## src/rtl/rf_pkg.sv

```systemverilog
package rf_pkg;
    localparam int RF_DEPTH      = 32;
    localparam int RF_WIDTH      = 32;
    localparam int RF_READ_PORTS = 2;
endpackage

```

## src/rtl/rf_wr_decode.sv

```systemverilog
module rf_wr_decode #(
    parameter int DEPTH = 32,
    localparam int AW = $clog2(DEPTH)
) (
    input  logic             wr_en,
    input  logic [AW-1:0]    wr_addr,
    output logic [DEPTH-1:0] wr_sel
);
    generate
        for (genvar i = 0; i < DEPTH; i++) begin : g_sel
            if (i == 0) begin : g_zero
                // register zero is never a write target
                assign wr_sel[i] = 1'b0;
            end else begin : g_reg
                assign wr_sel[i] = wr_en && (wr_addr == AW'(i));
            end
        end
    endgenerate
endmodule

```

## src/rtl/rf_store.sv

```systemverilog
module rf_store #(
    parameter int DEPTH = 32,
    parameter int DW    = 32
) (
    input  logic                      clk,
    input  logic                      rst,
    input  logic [DEPTH-1:0]          wr_sel,
    input  logic [DW-1:0]             wr_data,
    output logic [DEPTH-1:0][DW-1:0]  regs_q
);
    typedef struct packed {
        logic [DEPTH-1:0][DW-1:0] regs;
    } bank_t;

    bank_t bank_d, bank_q;

    always_comb begin
        bank_d = bank_q;
        if (rst) begin
            bank_d.regs = '0;
        end else begin
            for (int i = 0; i < DEPTH; i++) begin
                if (wr_sel[i]) bank_d.regs[i] = wr_data;
            end
        end
    end

    // writes commit on the falling edge, half a cycle before read capture
    always_ff @(negedge clk) begin
        bank_q <= bank_d;
    end

    assign regs_q = bank_q.regs;
endmodule

```

## src/rtl/rf_read_port.sv

```systemverilog
module rf_read_port #(
    parameter int DEPTH = 32,
    parameter int DW    = 32,
    localparam int AW = $clog2(DEPTH)
) (
    input  logic                      clk,
    input  logic                      rst,
    input  logic [AW-1:0]             rd_addr,
    input  logic [DEPTH-1:0][DW-1:0]  regs,
    output logic [DW-1:0]             rd_data
);
    typedef struct packed {
        logic [DW-1:0] data;
    } port_t;

    port_t port_d, port_q;

    always_comb begin
        port_d = port_q;
        if (rst || rd_addr == '0 || int'(rd_addr) >= DEPTH) begin
            port_d.data = '0;
        end else begin
            port_d.data = regs[rd_addr];
        end
    end

    always_ff @(posedge clk) begin
        port_q <= port_d;
    end

    assign rd_data = port_q.data;
endmodule

```

## src/rtl/dual_edge_regfile.sv

```systemverilog
module dual_edge_regfile
    import rf_pkg::*;
#(
    parameter int DEPTH = RF_DEPTH,
    parameter int DW    = RF_WIDTH,
    localparam int AW = $clog2(DEPTH)
) (
    input  logic          clk,
    input  logic          rst,
    input  logic          wr_en,
    input  logic [AW-1:0] wr_addr,
    input  logic [DW-1:0] wr_data,
    input  logic [AW-1:0] rd_addr_a,
    input  logic [AW-1:0] rd_addr_b,
    output logic [DW-1:0] rd_data_a,
    output logic [DW-1:0] rd_data_b
);
    localparam int NRD = RF_READ_PORTS;

    logic [DEPTH-1:0]          wr_sel;
    logic [DEPTH-1:0][DW-1:0]  bank;
    logic [NRD-1:0][AW-1:0]    raddr;
    logic [NRD-1:0][DW-1:0]    rdata;

    assign raddr[0]  = rd_addr_a;
    assign raddr[1]  = rd_addr_b;
    assign rd_data_a = rdata[0];
    assign rd_data_b = rdata[1];

    rf_wr_decode #(.DEPTH(DEPTH)) u_dec (
        .wr_en   (wr_en),
        .wr_addr (wr_addr),
        .wr_sel  (wr_sel)
    );

    rf_store #(.DEPTH(DEPTH), .DW(DW)) u_store (
        .clk     (clk),
        .rst     (rst),
        .wr_sel  (wr_sel),
        .wr_data (wr_data),
        .regs_q  (bank)
    );

    generate
        for (genvar p = 0; p < NRD; p++) begin : g_rd
            rf_read_port #(.DEPTH(DEPTH), .DW(DW)) u_port (
                .clk     (clk),
                .rst     (rst),
                .rd_addr (raddr[p]),
                .regs    (bank),
                .rd_data (rdata[p])
            );
        end
    endgenerate
endmodule

```

## config.mk

```make
export PLATFORM = sky130hd
export DESIGN_NAME = dual_edge_regfile
export DESIGN_NICKNAME = d
export VERILOG_FILES = /design/src/rtl/rf_pkg.sv /design/src/rtl/rf_wr_decode.sv /design/src/rtl/rf_store.sv /design/src/rtl/rf_read_port.sv /design/src/rtl/dual_edge_regfile.sv
export SDC_FILE = /design/constraint.sdc
export NUM_CORES = 2
export LEC_CHECK = 0
export ABC_AREA = 1
export BUFFER_PORTS_ARGS = -buffer_cell sky130_fd_sc_hd__buf_2
export CORE_MARGIN = 4
export CORE_UTILIZATION = 30
export CTS_BUF_LIST = sky130_fd_sc_hd__clkbuf_4 sky130_fd_sc_hd__clkbuf_8
export CTS_CLUSTER_SIZE = 10
export DETAILED_ROUTE_END_ITERATION = 6
export GPL_TIMING_DRIVEN = 0
export PLACE_DENSITY = 0.48
export SLEW_MARGIN = 30
export SYNTH_ARGS = -nofsm -noshare
export SYNTH_HDL_FRONTEND = slang
export SYNTH_SLANG_ARGS = --single-unit
```

## constraint.sdc

```tcl
create_clock -name clk -period 1.3 [get_ports clk]
set_input_delay 0.13 -clock clk [delete_from_list [all_inputs] [get_ports clk]]
set_output_delay 0.13 -clock clk [all_outputs]
set_load 0.02 [all_outputs]
```

Yosys cells after proc, flatten, opt, wreduce, memory -nomap -nowiden
Index checks and enable logic that the tools add are counted.
{ "totals": {"ff_bits": 1056, "input_bits": 50, "output_inout_bits": 64, "word_cells": 105} }
{ "classes": {"order_cmp": 2, "n_eq_ne": 31, "muxes": 4, "n_reduce_logical": 35} }
{ "op_table": {"columns": ["operator", "count"], "rows": [
  ["binary-select mux 32 bit (select 5 bit)", 2],
  ["== test 5 bit (second input constant)", 16],
  ["two-way mux 32 bit", 2],
  ["== test 5 x 4 -> 1 bit (second input constant)", 8],
  ["logical AND 1 bit", 31],
  ["== test 5 x 3 -> 1 bit (second input constant)", 4],
  ["< comparator 5 x 6 -> 1 bit (second input constant)", 2],
  ["== test 5 x 2 -> 1 bit (second input constant)", 2],
  ["logical NOT 5 bit", 2],
  ["== test 5 x 1 -> 1 bit (second input constant)", 1],
  ["logical OR 1 bit", 2]
]} }

Logic depth before layout (Yosys ltp)
{ "depth": {"word_depth": 2, "mapped_depth": 14, "ltp_nobuf": 11} }

Modules after synthesis
From an unflattened synthesis, not the netlist that was laid out.
{ "hier_totals": {"cells_unflattened": 10501, "area_unflattened_um2": 59841.1} }
{ "modules_own_cells": {"columns": ["module", "instances", "cells_per_inst", "area_each_um2", "seq_area_each_um2"], "rows": [
  ["rf_store", 1, 5587, 37980.2, 20499.7],
  ["rf_read_port", 2, 2423, 10790.3, 640.6],
  ["rf_wr_decode", 1, 68, 280.3, 0.0]
]} }

==> results.md <==
* Status: finished, violations left
* Violated checks: design-rule violations, negative setup slack
* WP data required at 2.21 ns
* TritonCTS clock tree: yes
* Final Max Tran Viols at 0
* DR DRC count at 6
* Initial Util at 30.2%
* Synth Area in Compound Gates at 20.5%
* Mapped Area at 55,900 um2
* Reg2reg start: u_store.regs_q[496]
* Nets at 10,500
* Detailed-route via count at 74,000
* RSZ-0062 raised after global routing: yes
* DR WL/cell at 30.6 um
* Detailed Route Iter0 Violations at 9,573
* Fmax at 0.489 GHz
* Xor/xnor share of the synthesized area at 0%
* Area after DPL at 60,700 um2
* Simple-gate share of the synthesized area at 29.0%
* Max_cap viols at 0
* Startpoint types: input port
* DRT Pass-1 Iters at 7
* Most common cell after layout, fill and taps aside: nand2_1
* Worst Path Max Fanout at 10
* Cells after Synth at 8,986
* Clock latency on the worst-skew pair at 1.04 ns
* CTS buffer count at 211
* Number of flops mapped to enable cells by yosys at 0
* Max Clock Skew at 0.144 ns
* DR vias/cell at 5.64
* Layout overhead on the synthesized area at 40.1%
* Largest family of logic cells by synthesized area: simple AND/OR/NAND/NOR gates
* Least-Margin Pin Slew at 1.26 ns
* Crit share post-route at 157%
* Post-detail-place hpwl at 289,000 um
* First-pass GRT wire length at 534,000 um
* Clock sink count at 1,056
* Number of distinct library cells after synthesis at 21
* Arrival time worst endpoint at 2.96 ns
* Most frequent cells in the layout: nand2_1, inv_1, a21oi_1, dfxtp_1, nand3_1
* Number of global-route vias before repair at 70,000
* Ys Warns at 0
* Largest net degree at the start of global routing at 17
* Final min period at 2.04 ns
* Antenna-violating nets left at 0
* Worst setup path class: input port to flip-flop
* Worst Hold Slack at 0.0227 ns
* CORE AREA at 185,000 um2
* H-tree levels at 4
* # hold bufs at CTS at 3
* Post-Syn Nets at 9,036
* PortBufs at 105
* Layout cell share with drive strength beyond 1 at 27.0%
* Main synth FF type: dfxtp_1
* WL final at 401,000 um
* Io pins at 114
* Finished Core Util at 42.2%
* HP Start: rst
* Synth Area in Adders at 0%
* VDD IR max at 793 uV
* # setup viols final at 246
* Critical path endpoint category: flip-flop
* Reg-to-reg slack, setup at -0.65 ns
* Beginning of the critical path: rd_addr_b[1]
* GPL Wtd Cong at 1.03
* FF+latch count, synth at 1,056
* Leakage at 35.7 nW
* Clock slew at reported path FFs at 0.06 ns
* Die Span X at 439 um
* Antenna violations before repair at 40
* Die ar. at 193,000 um2
* Syn_area_per_cell at 6.22 um2
* Final count of hold timing violations at 0
* # rows at 158
* Worst hold path type: input port to flip-flop
* Die Ht at 439 um
* Relative slew margins at 16.3%
* Final worst slack at -0.745 ns
* Seq/Total Area, Yosys at 37.8%
* Fraction of registers with async set/reset at 0%
* Clk root buf: clkbuf_8
* Post-synthesis mux area share at 0%
* Pwr/cell area at 1270 nW/um2
* GRT Overall Usage at 39.5%
* Design Area, Final at 78,200 um2
* Remaining global-route overflow at 0
* Maximum root-to-sink buffer count at 3
==> cells by family (layout without fill, tap and decap cells) <==
group,count (synthesis),count (layout)
DFF,1056,1056
other,0,24
AOI/OAI and AO/OA,2246,2246
and+or+nand+nor,3894,3900
buffers and inverters,1790,3407
==> cell usage after synthesis (2+ instances only) <==
library cell / count / area, um2
dfxtp_1: 1056 / 21100
nand3_1: 1211 / 6060
buf_2: 242 / 1210
buf_1: 45 / 169
o21ai_0: 1022 / 5110
clkbuf_1: 500 / 1880
inv_2: 18 / 67.6
nor2_4: 2 / 22.5
a21oi_1: 1092 / 5470
buf_4: 13 / 97.6
nor2_1: 461 / 1730
nand4_1: 14 / 87.6
inv_1: 970 / 3640
o211ai_1: 79 / 593
o21ai_1: 52 / 260
nand2_1: 2202 / 8270
nor2_2: 3 / 18.8
==> report_power, final <==
| group | total [mW] | internal, mW | switching (mW) |
|---|---|---|---|
| registers | 33.5 | 33.2 | 0.256 |
| logic | 17.1 | 4.22 | 12.9 |
| clock network | 48.7 | 23.1 | 25.6 |
==> sequential cells by signal (all words and copies together) (netlist names) <==
register and flops:
u_store.regs_q 992, g_rd.u_port.rd_data 64
==> final cells by class <==
cell class | instances | area, um2
Buffer | 801 | 4800
Clock buffer | 227 | 3060
Clock inverter | 1138 | 4850
Antenna cell | 24 | 60.1
Multi-Input combinational cell | 6146 | 34500
Tap cell | 2480 | 3100
Fill cell | 20300 | 107000
Sequential cell | 1056 | 21500
Inverter | 988 | 3790
Timing Repair inverter | 1 | 7.51
Timing Repair Buffer | 252 | 2560
==> metrics by stage <==
| stage | instances | setup WS [ns] | TNS (ns) | total power, mW |
|---|---|---|---|---|
| global placement | 11600 | -2.56 | -1446.62 | 51.6 |
| global route | 13100 | -0.677 | -59.38 | 104 |
| CTS | 13100 | -0.595 | -62.90 | 97.6 |
| detailed placement | 11600 | -2.20 | -1427.49 | 51.7 |
| floorplan | 8986 | -0.468 | -416.63 | 44.8 |
| finish | 13100 | -0.745 | -59.50 | 99.3 |
==> metal layers <==
layer  GRT usage (%)  part of all wire, %
met1            46.6                   37
met2            58.5                   42
met3            12.9                   11
met4            31.9                  9.2
met5               0                0.010
==> worst paths after layout <==
kind / to / cells past startpoint
worst max-delay path: g_rd[1].u_port.rd_data[30] / 9
worst min-delay path: g_rd[0].u_port.rd_data[0] / 7
worst max register to register: g_rd[0].u_port.rd_data[16] / 8
worst min register to register: u_store.regs_q[281] / 2
==> worst max-delay path: stages <==
cell	delay (ns)
buf_2	0.43
buf_2	0.58
buf_2	0.86
nand3_2	0.16
nand3_2	0.14
nand3_4	0.14
nand2_4	0.13
nor2_4	0.04
nor2_4	0.29
==> repair_timing <==
item                                     CTS  global route
cloned                                     4             9
pin swaps                                342           521
resized for setup                       1605          1171
endpoints found under the setup margin  1111           745
setup buffers                            134            48
endpoints found under the hold margin      9             1
(Power assumes the default switching activity.)
